==> config.mk <==
export PLATFORM = sky130hd
export DESIGN_NAME = fpcc_unit
export DESIGN_NICKNAME = d
export VERILOG_FILES = /design/src/rtl/fpcc_pkg.sv /design/src/rtl/fpcc_classify.sv /design/src/rtl/fpcc_magcmp.sv /design/src/rtl/fpcc_unit.sv
export SDC_FILE = /design/constraint.sdc
export NUM_CORES = 1
export LEC_CHECK = 0
export BUFFER_PORTS_ARGS = -buffer_cell sky130_fd_sc_hd__buf_2
export CORE_MARGIN = 2
export CORE_UTILIZATION = 41
export CTS_CLUSTER_DIAMETER = 200
export DETAILED_ROUTE_END_ITERATION = 10
export PLACE_DENSITY = 0.83
export RECOVER_POWER = 100
export SYNTH_ARGS = -nofsm -noshare
export SYNTH_HDL_FRONTEND = slang
export SYNTH_SLANG_ARGS = --single-unit
==> constraint.sdc <==
create_clock -name clk -period 3.04 [get_ports clk]
set_clock_uncertainty 0.2 [all_clocks]
set_input_delay 0.304 -clock clk [delete_from_list [all_inputs] [get_ports clk]]
set_output_delay 0.304 -clock clk [all_outputs]
set_load 0.02 [all_outputs]
==> src/rtl/fpcc_pkg.sv <==
package fpcc_pkg;

   // {C3,C2,C0} codes for the two operations
   typedef enum logic [2:0] {
      CLS_UNSUP = 3'b000,
      CLS_NAN   = 3'b001,
      CLS_NORM  = 3'b010,
      CLS_INF   = 3'b011,
      CLS_ZERO  = 3'b100,
      CLS_EMPTY = 3'b101,
      CLS_DEN   = 3'b110
   } fp_class_e;

   localparam logic [2:0] ORD_GT = 3'b000;
   localparam logic [2:0] ORD_LT = 3'b001;
   localparam logic [2:0] ORD_EQ = 3'b100;
   localparam logic [2:0] ORD_UN = 3'b111;

   typedef struct packed {
      logic nan;
      logic inf;
      logic zero;
      logic den;
      logic unsup;
      logic norm;
      logic sign;
   } fp_kind_t;

   // Place the three-bit code and C1 into {C3,C2,C1,C0}
   function automatic logic [3:0] pack_cc(input logic [2:0] code, input logic c1);
      return {code[2], code[1], c1, code[0]};
   endfunction

endpackage

==> src/rtl/fpcc_classify.sv <==
module fpcc_classify
   import fpcc_pkg::*;
#(
   parameter int EXP_W = 15,
   parameter int MAN_W = 64
) (
   input  logic [EXP_W+MAN_W:0] val,
   output fp_kind_t             kind
);

   localparam int VAL_W = 1 + EXP_W + MAN_W;

   if (EXP_W < 2) begin : g_bad_exp
      $error("fpcc_classify: EXP_W must be at least 2");
   end
   if (MAN_W < 2) begin : g_bad_man
      $error("fpcc_classify: MAN_W must be at least 2");
   end

   logic [EXP_W-1:0] exp_f;
   logic             int_bit;
   logic [MAN_W-2:0] frac_f;
   logic             exp_max, exp_zero, frac_nz;

   assign exp_f    = val[VAL_W-2:MAN_W];
   assign int_bit  = val[MAN_W-1];
   assign frac_f   = val[MAN_W-2:0];
   assign exp_max  = &exp_f;
   assign exp_zero = ~|exp_f;
   assign frac_nz  = |frac_f;

   always_comb begin
      kind.sign  = val[VAL_W-1];
      kind.unsup = !exp_zero && !int_bit;
      kind.zero  = exp_zero && !int_bit && !frac_nz;
      kind.den   = exp_zero && (int_bit || frac_nz);
      kind.inf   = exp_max && int_bit && !frac_nz;
      kind.nan   = exp_max && int_bit && frac_nz;
      kind.norm  = !exp_zero && !exp_max && int_bit;
   end

endmodule

==> src/rtl/fpcc_magcmp.sv <==
module fpcc_magcmp #(
   parameter int IN_W    = 79,
   parameter int CHUNK_W = 16
) (
   input  logic [IN_W-1:0] a,
   input  logic [IN_W-1:0] b,
   output logic            gt,
   output logic            lt
);

   if (CHUNK_W < 1) begin : g_bad_chunk
      $error("fpcc_magcmp: CHUNK_W must be positive");
   end

   if (CHUNK_W >= IN_W) begin : g_wide
      assign gt = a > b;
      assign lt = a < b;
   end else begin : g_chunked
      localparam int NCH   = (IN_W + CHUNK_W - 1) / CHUNK_W;
      localparam int PAD_W = NCH * CHUNK_W;

      logic [PAD_W-1:0] ap, bp;
      logic [NCH-1:0]   cgt, clt;

      // pad at the low end so chunk order matches significance
      always_comb begin
         ap = '0;
         bp = '0;
         ap[PAD_W-1 -: IN_W] = a;
         bp[PAD_W-1 -: IN_W] = b;
      end

      for (genvar i = 0; i < NCH; i++) begin : g_chunk
         assign cgt[i] = ap[i*CHUNK_W +: CHUNK_W] > bp[i*CHUNK_W +: CHUNK_W];
         assign clt[i] = ap[i*CHUNK_W +: CHUNK_W] < bp[i*CHUNK_W +: CHUNK_W];
      end

      // the most significant differing chunk decides
      always_comb begin
         logic decided;
         decided = 1'b0;
         gt      = 1'b0;
         lt      = 1'b0;
         for (int i = NCH - 1; i >= 0; i--) begin
            if (!decided && (cgt[i] || clt[i])) begin
               gt      = cgt[i];
               lt      = clt[i];
               decided = 1'b1;
            end
         end
      end
   end

endmodule

==> src/rtl/fpcc_unit.sv <==
module fpcc_unit
   import fpcc_pkg::*;
#(
   parameter int EXP_W   = 15,
   parameter int MAN_W   = 64,
   parameter int CHUNK_W = 16
) (
   input  logic                 clk,
   input  logic                 rst_n,
   input  logic                 op_valid,
   input  logic                 op_sel,
   input  logic                 top_empty,
   input  logic [EXP_W+MAN_W:0] top_val,
   input  logic [EXP_W+MAN_W:0] opnd_val,
   output logic                 res_done,
   output logic [3:0]           res_cc,
   output logic                 res_invalid
);

   localparam int VAL_W = 1 + EXP_W + MAN_W;
   localparam int MAG_W = VAL_W - 1;

   fp_kind_t  ka, kb;
   logic      mag_gt, mag_lt;
   logic      unord;
   logic [2:0] ord_code;
   fp_class_e cls_code;
   logic [3:0] cc_next;

   fpcc_classify #(.EXP_W(EXP_W), .MAN_W(MAN_W)) u_cls_top (
      .val  (top_val),
      .kind (ka)
   );

   fpcc_classify #(.EXP_W(EXP_W), .MAN_W(MAN_W)) u_cls_opnd (
      .val  (opnd_val),
      .kind (kb)
   );

   fpcc_magcmp #(.IN_W(MAG_W), .CHUNK_W(CHUNK_W)) u_mag (
      .a  (top_val[MAG_W-1:0]),
      .b  (opnd_val[MAG_W-1:0]),
      .gt (mag_gt),
      .lt (mag_lt)
   );

   assign unord = top_empty || ka.nan || ka.unsup || kb.nan || kb.unsup;

   always_comb begin
      if (unord)                       ord_code = ORD_UN;
      else if (ka.zero && kb.zero)     ord_code = ORD_EQ;
      else if (ka.sign != kb.sign)     ord_code = ka.sign ? ORD_LT : ORD_GT;
      else if (!mag_gt && !mag_lt)     ord_code = ORD_EQ;
      else if (mag_gt ^ ka.sign)       ord_code = ORD_GT;
      else                             ord_code = ORD_LT;
   end

   always_comb begin
      if (top_empty)     cls_code = CLS_EMPTY;
      else if (ka.nan)   cls_code = CLS_NAN;
      else if (ka.inf)   cls_code = CLS_INF;
      else if (ka.zero)  cls_code = CLS_ZERO;
      else if (ka.den)   cls_code = CLS_DEN;
      else if (ka.unsup) cls_code = CLS_UNSUP;
      else               cls_code = CLS_NORM;
   end

   assign cc_next = op_sel ? pack_cc(cls_code, ka.sign) : pack_cc(ord_code, 1'b0);

   always_ff @(posedge clk or negedge rst_n) begin
      if (!rst_n) begin
         res_done    <= 1'b0;
         res_cc      <= 4'b0000;
         res_invalid <= 1'b0;
      end else begin
         res_done    <= op_valid;
         res_invalid <= op_valid && !op_sel && unord;
         if (op_valid) res_cc <= cc_next;
      end
   end

   // checks
   assert_done_follows_R1: assert property (@(posedge clk) disable iff (!rst_n)
      op_valid |=> res_done);
   assert_done_idle_R1: assert property (@(posedge clk) disable iff (!rst_n)
      !op_valid |=> !res_done);
   assert_cmp_c1_zero_R2: assert property (@(posedge clk) disable iff (!rst_n)
      (res_done && !$past(op_sel)) |-> !res_cc[1]);
   assert_mag_excl_R4: assert property (@(posedge clk) disable iff (!rst_n)
      !(mag_gt && mag_lt));
   assert_inv_unordered_R5: assert property (@(posedge clk) disable iff (!rst_n)
      res_invalid |-> (res_done && res_cc[3] && res_cc[2] && res_cc[0] && !res_cc[1]));
   assert_cls_code_R6: assert property (@(posedge clk) disable iff (!rst_n)
      (res_done && $past(op_sel)) |-> !(res_cc[3] && res_cc[2] && res_cc[0]));
   assert_top_kind_R6: assert property (@(posedge clk) disable iff (!rst_n)
      $countones({ka.nan, ka.inf, ka.zero, ka.den, ka.unsup, ka.norm}) == 1);
   assert_opnd_kind_R6: assert property (@(posedge clk) disable iff (!rst_n)
      $countones({kb.nan, kb.inf, kb.zero, kb.den, kb.unsup, kb.norm, kb.sign}) >= 1);
   assert_hold_R10: assert property (@(posedge clk) disable iff (!rst_n)
      !$past(op_valid) |-> $stable(res_cc));

endmodule

==> impl_metrics.yaml, run 1 <==
status:
  status: "finished clean"
layout:
  ff_latch_area_um2: 150.1
  diodes: 0
  drive_above_1_share_pct: 29.35
  area_growth_pct: 35.51
  fill_cells: 644
  nets: 815
  multi_input_area_um2: 2297
setup_path:
  critPathBufInv: 2
  regToRegStartpoint: "res_cc[3]"
  startpoint_type: "primary input"
  cp_slowest_stage_delay_ns: 0.58
  crit_family: "simple AND/OR/NAND/NOR gates"
  crit_fanout: 2
  rr_endpoint: "res_cc[3]"
  worstSetupPathType: "primary input to flop"
  crit_slowest_cell: "or4_1"
  crit_chain: "buf_2 -> inv_1 -> ha_1 -> and3_1 -> nand4_1 -> or4_1 -> a211oi_1 -> o21ai_1 -> a21o_1 -> a31oi_1 -> o21ai_0"
  worstRegToRegCells: 4
  startpoint: "opnd_val[24]"
  required_ns: 2.94
  cp-end-kind: "flop"
  arrival_ns: 2.44
  reg2reg_slack_ns: 1.79
synth:
  syn_area_um2: 2794
  yosys.area.top_type: "ha_1"
  syn-mean-instance-area_um2: 7.073
  synthCells: 395
  ys_seq_area_share_pct: 5.374
  synth-async-reset-ratio_pct: 100.0
  synth_edf_count: 0
  yosys_warnings: 0
  ys.flop_type: "dfrtp_1"
  netlist_top_cells_area: "ha_1 35%, inv_1 12%, nor4_1 9.6%"
  synth_nets: 639
  synth_cell_type_count: 39
  yosysTopAreaCellShare_pct: 35.38
  yosys_register_bits: 6
clock_network:
  ctsLongestPathBuffers: 2
  htreeDepth: 1
  cts_buffers: 3
  cts.sinks: 6
  cts_hold_buffers: 1
  cts_tree: "built"
  postCtsSetupBuffers: 0
  cts_resized: 0
  clkLatencyLatePin_ns: 0.22
  path_clk_slew_ns: 0.04
  root_buffer: "clkbuf_8"
global_routing:
  grt_pass1_wl_um: 15870
  use_met1_pct: 30.80
  use_met3_pct: 3.810
  grt_max_degree: 10
  grt_overflow: 0
  gr-usage-met2_pct: 49.30
  grt_pass1_vias: 3599
  top_usage_layer: "met2"
  grt_use_total_pct: 25.96
  antenna_found_initial: 0
floorplan:
  core_area_um2: 6681
  pin_count: 171
  die_y_um: 86.55
  start_util_pct: 41.82
  die_w_um: 86.55
  row_count: 30
  design.die.area_um2: 7491
timing:
  slew_headroom_pct: 65.54
  slew_viol_final: 0
  period_share_pct: 83.45
  tightest_slew_ns: 0.5123
  rsz0062_at_grt: "no"
  setup_violations: 0
  fin_crit_ns: 2.537
  fmax_mhz: 394.2
  fin_setup_tns_ns: 0
  hold_slack_ns: 0.1315
  hold_violations: 0
power_and_ir_drop:
  power_switching_share_pct: 43.28
  p_sw_uw: 287.3
  p_comb_share_pct: 67.5
  p_int_uw: 376.5
  pwr_density_cell_nw_per_um2: 175.3
  seq_power_share_pct: 13.7
  leakagePower_nw: 2.159
  clockPowerShare_pct: 18.8
  vdd_drop_max_mv: 0.1006
hold_path:
  min_to: "res_invalid"
  hold_depth: 2
  worstHoldStart: "op_sel"
  min_path_type: "primary input to flop"
routing:
  drt_wl_total_um: 9918
  via_per_inst: 5.626
  wl_per_cell_um: 15.28
  drc_errors: 0
  drtIter0Drc: 119
  vias: 3651
  dr.pass1.iters: 4
  ant_nets: 0
place:
  portBuffers: 170
  globalplace.congestion: 0.9258
  detailed_place_hpwl_um: 9138
run:
  max-cap-violations: 0
sequential cells by signal (all words and copies together), names as in the netlist:
name,count
res_invalid,1
res_cc,4
res_done,1
how the worst max path moves through the flow:
| stage | end | cells past startpoint |
|---|---|---|
| after floorplan | res_cc[0] | 10 |
| after global placement | res_cc[0] | 11 |
| after detailed placement | res_cc[0] | 11 |
| after CTS | res_cc[0] | 11 |
| after global routing | res_cc[0] | 9 |
| final | res_cc[0] | 11 |
kinds of logic (layout without fill, tap and decap cells):
logic type,after synthesis,after routing,synth area share [%]
AOI/OAI and AO/OA,79,79,18.05
xor gates and xnor gates,1,1,0.3135
adders and majority gates,79,79,35.38
buffers and inverters,92,266,12.40
DFF,6,6,5.374
and+or+nand+nor,138,138,28.48
metrics by stage:
step	instance area, µm²	utilization, %	setup WS (ns)	cells	power (mW)
3_5_place_dp	3747	56.09	0.2828	645	0.5357
2_1_floorplan	2794	-	0.6334	395	0.3161
5_1_grt	3786	56.67	0.2359	649	0.7320
6_report	3786	56.67	0.5031	649	0.6639
4_1_cts	3799	56.85	0.5286	649	0.6673
3_3_place_gp	3747	56.09	0.3514	645	0.5183
worst register-to-register path, delay by kind of cell (launching register included):
family | cells | cell delay (ns)
DFF | 1 | 0.36
AOI/OAI and AO/OA | 2 | 0.41
and+or+nand+nor | 2 | 0.23
power by group through the flow:
| stage | clock network, mW | registers [mW] | logic [mW] |
|---|---|---|---|
| after floorplan | 0 | 0.0999 | 0.216 |
| after detailed placement | 0 | 0.0918 | 0.444 |
| after global routing | 0.134 | 0.0920 | 0.506 |
| final | 0.125 | 0.0911 | 0.448 |
| after CTS | 0.129 | 0.0907 | 0.448 |
| after global placement | 0 | 0.0917 | 0.427 |
cells in the final DEF, fill, tap and decap left out, types with 2 or more instances in the layout:
cell	synthesis	routed
nand4_1	33	33
a211o_1	3	3
clkbuf_1	0	10
o21ai_0	7	9
nand2_1	16	16
buf_2	0	160
a41oi_1	2	2
and2_1	2	2
nor2b_1	3	3
nor2_1	9	9
ha_1	79	79
or4_1	4	4
a221o_1	4	4
a2111oi_0	2	2
a21oi_1	31	31
a21o_1	8	8
and4_1	2	2
o21ai_1	8	6
a31oi_1	2	2
nor4_1	43	43
and3_1	4	4
inv_1	90	90
a211oi_1	2	2
nand3_1	11	11
clkbuf_8	0	3
nor3_1	8	8
o211ai_1	2	2
dfrtp_1	6	6
cells in the mapped netlist (2+ instances only):
master	count
and3_1	4
a221o_1	4
a211o_1	3
a31oi_1	2
o211ai_1	2
nor4_1	43
o21ai_0	7
a41oi_1	2
a211oi_1	2
nand4_1	33
a21o_1	8
o21ai_1	8
inv_1	90
ha_1	79
dfrtp_1	6
nor2_1	9
nand3_1	11
and2_1	2
or4_1	4
nor2b_1	3
a2111oi_0	2
nor3_1	8
nand2_1	16
and4_1	2
a21oi_1	31
layout make-up:
cell class | instances | share of cell area (%)
clock buffer | 3 | 1.091
inverter | 91 | 9.022
multi-input combinational | 297 | 60.67
sequential | 6 | 3.966
tap | 80 | 2.644
timing repair buffer | 172 | 22.60
layer usage:
metal  wire length, µm  part of all wire (%)  vias to the layer above
met5                 0                     0                        -
met4               146                   1.5                        0
met3               736                   7.4                       12
met2              4951                    50                      169
met1              4084                    41                     1627
li1                  -                     -                     1843
No activity file was read; power rests on OpenSTA's default activity.
==> inputs of run 2 (changes only) <==
--- a/config.mk
+++ b/config.mk
@@ -5,12 +5,13 @@
 export SDC_FILE = /design/constraint.sdc
 export NUM_CORES = 1
 export LEC_CHECK = 0
+export ABC_AREA = 1
 export BUFFER_PORTS_ARGS = -buffer_cell sky130_fd_sc_hd__buf_2
 export CORE_MARGIN = 2
 export CORE_UTILIZATION = 41
 export CTS_CLUSTER_DIAMETER = 200
 export DETAILED_ROUTE_END_ITERATION = 10
-export PLACE_DENSITY = 0.83
+export PLACE_DENSITY = 0.81
 export RECOVER_POWER = 100
 export SYNTH_ARGS = -nofsm -noshare
 export SYNTH_HDL_FRONTEND = slang
==> constraint.sdc (replaced) <==
create_clock -name clk -period 2.5 [get_ports clk]
set_clock_uncertainty 0.2 [all_clocks]
set_input_delay 0.25 -clock clk [delete_from_list [all_inputs] [get_ports clk]]
set_output_delay 0.25 -clock clk [all_outputs]
set_load 0.02 [all_outputs]
==> impl_metrics.yaml, run 2 <==
floorplan:
  core_area_um2: 7214
  die_y_um: 90.01
  die_w_um: 90.01
  start_util_pct: 42.04
  row_count: 31
  pin_count: 171
  design.die.area_um2: 8101
power_and_ir_drop:
  leakagePower_nw: 2.458
  pwr_density_cell_nw_per_um2: 200.4
  vdd_drop_max_mv: 0.1053
  p_total_uw: 813.0
place:
  detailed_place_hpwl_um: 8573
  placed_cells: 763
  portBuffers: 170
  globalplace.congestion: 0.8614
  place_ws_ns: 0.08361
layout:
  nets: 915
  largest_register: "res_cc"
  final_cell_mix: "161 x buf_2, 116 x inv_1, 104 x nand2_1"
  diodes: 0
  area_growth_pct: 33.79
  instances_no_fill: 768
  drive_above_1_share_pct: 26.46
  fill_cells: 759
  largest_reg_flops: 4
  final_common_cell: "buf_2"
  reg_top3: "res_cc: 4 flops, res_done: 1 flops, res_invalid: 1 flops"
timing:
  fin_setup_tns_ns: 0
  hold_violations: 0
  slew_headroom_pct: 68.67
  rsz0062_at_grt: "no"
  hold_slack_ns: 0.1394
  period_share_pct: 89.14
  tightest_slew_ns: 0.4657
  fin_crit_ns: 2.228
  slew_viol_final: 0
  fmax_mhz: 448.7
  setup_violations: 0
  layout_setup_ws_ns: 0.2715
synth:
  yosys_register_bits: 6
  synthTopCellsByCount: "116 x inv_1, 104 x nand2_1, 79 x ha_1"
  yosysTopAreaCellShare_pct: 32.59
  synthCells: 494
  synth-async-reset-ratio_pct: 100.0
  netlist_top_cells_area: "ha_1 33%, inv_1 14%, nand2_1 13%"
  yosys.area.top_type: "ha_1"
  yosys.cell_count.top_type: "inv_1"
  synth_nets: 738
  synth_edf_count: 0
  ys_seq_area_share_pct: 4.950
  syn-mean-instance-area_um2: 6.139
  synth_cell_type_count: 29
  syn_area_um2: 3033
  yosys_warnings: 0
  ys.flop_type: "dfrtp_1"
routing:
  drc_errors: 0
  drt_wl_total_um: 9196
  vias: 3908
  wl_per_cell_um: 11.97
  dr.pass1.iters: 5
  drtIter0Drc: 119
  ant_nets: 0
  via_per_inst: 5.089
clock_network:
  postCtsSetupBuffers: 0
  ctsLongestPathBuffers: 2
  cts.sinks: 6
  htreeDepth: 1
  root_buffer: "clkbuf_8"
  cts_hold_buffers: 2
  cts_resized: 0
  clkLatencyLatePin_ns: 0.21
  cts_tree: "built"
  cts_buffers: 3
  path_clk_slew_ns: 0.04
setup_path:
  reg2reg_slack_ns: 1.56
  crit_fanout: 3
  startpoint_type: "primary input"
  worstSetupPathType: "primary input to flop"
  required_ns: 2.40
  cp-end-kind: "flop"
  arrival_ns: 2.13
global_routing:
  grt_pass1_vias: 3803
  gr-usage-met2_pct: 43.11
  grt_max_degree: 9
  grt_pass1_wl_um: 15200
  grt_overflow: 0
  top_usage_layer: "met2"
  use_met1_pct: 23.78
  use_met3_pct: 1.760
  antenna_found_initial: 0
  grt_use_total_pct: 21.53
run:
  max-cap-violations: 0
status:
  status: "finished clean"
hold_path:
  min_path_type: "primary input to flop"
-- run 2: metrics by stage --
stage / utilization [%] / cell area, µm²
after floorplan: - / 3033
final: 56.24 / 4058
after global placement: 55.55 / 4008
after detailed placement: 55.55 / 4008
after global routing: 56.24 / 4058
after CTS: 56.40 / 4069
-- run 2: critical path, cell delays in order --
cell	delay (ns)
buf_2	0.09
inv_1	0.04
ha_1	0.29
nand2_1	0.08
nor2_2	0.12
nor3b_2	0.21
nand2_1	0.14
a21oi_2	0.18
nand4_1	0.14
nand2_1	0.11
nand2_1	0.05
nand2_1	0.07
nand2_1	0.05
nand2_1	0.05
nand2_1	0.05
nand3_1	0.06
nand2_1	0.05
nand2_1	0.06
nand2_1	0.05
-- run 2: cells by family after synthesis --
| logic type | after synthesis | synth area share [%] |
|---|---|---|
| buf+inv | 118 | 14.60 |
| simple gates | 232 | 36.80 |
| flops | 6 | 4.950 |
| xor+xnor | 1 | 0.2888 |
| compound gates | 58 | 10.77 |
| fa+ha+maj | 79 | 32.59 |
-- run 2: layout make-up --
type	count	area, µm²	share of cell area [%]
clock buffer	3	41.29	1.018
sequential	6	150.1	3.700
multi-input combinational	370	2440	60.13
tap	99	123.9	3.053
timing repair buffer	172	859.6	21.18
inverter	118	442.9	10.92
-- run 2: path summary, 6_finish.rpt --
| kind | from | endpoint | depth (start not counted) |
|---|---|---|---|
| worst min-delay path | op_sel | res_cc[1] | 3 |
| worst min register to register | res_cc[3] | res_cc[3] | 2 |
| min in group asynchronous | rst_n | res_invalid | 2 |
| worst max register to register | res_cc[2] | res_cc[2] | 2 |
| worst max-delay path | opnd_val[62] | res_cc[0] | 19 |
| max in group asynchronous | rst_n | res_cc[0] | 2 |
-- run 2: power by group --
group	internal [mW]	total, mW	switching, mW	leakage, nW
Combinational	0.251	0.564	0.312	2.36
Clock	0.103	0.140	0.0365	0.0216
Sequential	0.106	0.110	0.00405	0.0728
Total	0.460	0.813	0.353	2.46
-- run 2: layer usage --
layer  vias to the layer above  routed length, µm
met3                        16                462
li1                       2039                  -
met5                         -                  0
met4                         0                191
met1                      1726               3752
met2                       127               4790
==> inputs of run 3 (changes only) <==
--- a/config.mk
+++ b/config.mk
@@ -7,11 +7,13 @@
 export LEC_CHECK = 0
 export ABC_AREA = 1
 export BUFFER_PORTS_ARGS = -buffer_cell sky130_fd_sc_hd__buf_2
+export CELL_PAD_IN_SITES_DETAIL_PLACEMENT = 1
+export CELL_PAD_IN_SITES_GLOBAL_PLACEMENT = 2
 export CORE_MARGIN = 2
-export CORE_UTILIZATION = 41
+export CORE_UTILIZATION = 22
 export CTS_CLUSTER_DIAMETER = 200
 export DETAILED_ROUTE_END_ITERATION = 10
-export PLACE_DENSITY = 0.81
+export PLACE_DENSITY = 0.89
 export RECOVER_POWER = 100
 export SYNTH_ARGS = -nofsm -noshare
 export SYNTH_HDL_FRONTEND = slang
==> impl_metrics.yaml, run 3 (synthesis results as in run 2) <==
setup_path:
  startpoint_type: "primary input"
  crit_slowest_cell: "ha_1"
  arrival_ns: 2.19
  cp_slowest_stage_delay_ns: 0.28
  crit_fanout: 3
  cp-end-kind: "flop"
  required_ns: 2.42
  crit_chain: "buf_2 -> inv_1 -> ha_1 -> nand2_1 -> nor2_2 -> nand4_1 -> nor4_4 -> buf_4 -> nand2_1 -> nor2_2 -> nand4_1 -> nand2_1 -> nand2_1 -> nand3_1 -> nand2_1 -> nand2_1 -> nand2_1"
  crit_top_cell: "nand2_1"
  worstSetupPathType: "primary input to flop"
routing:
  ant_nets: 0
  drc_errors: 0
  wl_met3_um: 539
  drt_wl_total_um: 11550
  wl_met2_um: 5891
  vias: 3942
  dr.pass1.iters: 6
  via_per_inst: 4.643
  drt-met1-wl_um: 5032
  wl_per_cell_um: 13.60
  dr.max_layer_used: "met4"
  drtIter0Drc: 84
floorplan:
  die_w_um: 121.4
  die_y_um: 121.4
  pin_count: 171
  design.die.area_um2: 14740
  row_count: 42
  start_util_pct: 22.72
  core_area_um2: 13350
global_routing:
  grt_max_degree: 9
  grt_overflow: 0
  grt_use_total_pct: 15.20
  grt_pass1_wl_um: 18620
  grt_pass1_vias: 4242
  antenna_found_initial: 0
power_and_ir_drop:
  p_total_uw: 966.5
  vdd_drop_max_mv: 0.1497
  leakagePower_nw: 2.514
  pwr_density_cell_nw_per_um2: 227.1
place:
  detailed_place_hpwl_um: 10800
  globalplace.congestion: 0.8771
  post_dp_cell_area_um2: 4126
  place_ws_ns: -0.08390
  portBuffers: 170
layout:
  diodes: 0
  largest_reg_flops: 4
  final_common_cell: "buf_2"
  drive_above_1_share_pct: 27.79
  final_cell_area_um2: 4255
  final_cell_mix: "161 x buf_2, 116 x inv_1, 103 x nand2_1"
  fill_cells: 1816
  largest_register: "res_cc"
  reg_top3: "res_cc: 4 flops, res_done: 1 flops, res_invalid: 1 flops"
  area_growth_pct: 40.31
  nets: 919
run:
  max-cap-violations: 0
clock_network:
  ctsLongestPathBuffers: 2
  cts_buffers: 3
  path_clk_slew_ns: 0.04
  cts_tree: "built"
  clkLatencyLatePin_ns: 0.23
  root_buffer: "clkbuf_16"
  htreeDepth: 1
  cts.sinks: 6
timing:
  slew_headroom_pct: 67.74
  tightest_slew_ns: 0.4795
  layout_setup_ws_ns: 0.2340
  hold_violations: 0
  period_share_pct: 90.64
  setup_violations: 0
  fmax_mhz: 441.3
  slew_viol_final: 0
  fin_crit_ns: 2.266
status:
  status: "finished clean"
hold_path:
  min_path_type: "primary input to flop"
==> run 3: cell count changes in the layout (fill, tap and decap cells not counted), moves of 2 or more <==
cell	change
nor2_1	-2
clkbuf_16	+3
buf_4	+3
clkbuf_8	-3
nor2_2	+2
==> run 3: layout make-up <==
| cell class | count | area, µm² | area share, % |
|---|---|---|---|
| sequential | 6 | 150.1 | 3.528 |
| inverter | 118 | 442.9 | 10.41 |
| multi-input combinational | 370 | 2477 | 58.22 |
| timing repair buffer | 176 | 889.6 | 20.91 |
| clock buffer | 3 | 75.07 | 1.764 |
| tap | 176 | 220.2 | 5.175 |
==> run 3: power by group <==
group | total (mW) | internal (mW) | switching (mW)
Combinational | 0.592 | 0.259 | 0.333
Sequential | 0.110 | 0.106 | 0.00420
Clock | 0.264 | 0.206 | 0.0583
Total | 0.966 | 0.571 | 0.396
==> run 3: repair_timing <==
action	in CTS	in global routing
setup buffers	0	1
hold buffers	2	0
gates resized for setup	0	8
endpoints found under the setup margin	0	1
hold endpoints to repair	7	0
==> run 3: critical path: cells and delay by family <==
| kind | cells | cell delay, ns |
|---|---|---|
| buffers and inverters | 3 | 0.28 |
| AND/OR/NAND/NOR | 13 | 1.37 |
| adder cells (fa/ha/maj) | 1 | 0.28 |
==> run 3: worst paths after layout <==
kind                         startpoint        end  slack, ns  cells past startpoint
hold reg to reg               res_cc[3]  res_cc[3]       0.30                      2
hold / removal              top_val[79]  res_cc[1]       0.13                      3
min in group asynchronous         rst_n  res_cc[1]       0.23                      2
max in group asynchronous         rst_n  res_cc[3]       1.63                      2
setup reg to reg              res_cc[2]  res_cc[2]       1.60                      2
setup / recovery           opnd_val[30]  res_cc[0]       0.23                     17
==> run 3: through the flow <==
stage                     setup TNS (ns)  hold slack, ns  instances  util [%]
after floorplan                        0         -0.2456        494         -
after global placement          -0.03705         -0.1248        843     30.91
after detailed placement        -0.08390         -0.1167        843     30.91
after CTS                              0          0.1262        848     31.63
after global routing            -0.02025          0.1461        849     31.88
final                                  0          0.1288        849     31.88
==> run 3: routing by layer <==
layer	GRT usage, %	vias to the layer above
met3	0.9868	8
met5	0	-
met2	29.81	106
met4	2.083	0
li1	-	2039
met1	18.33	1789
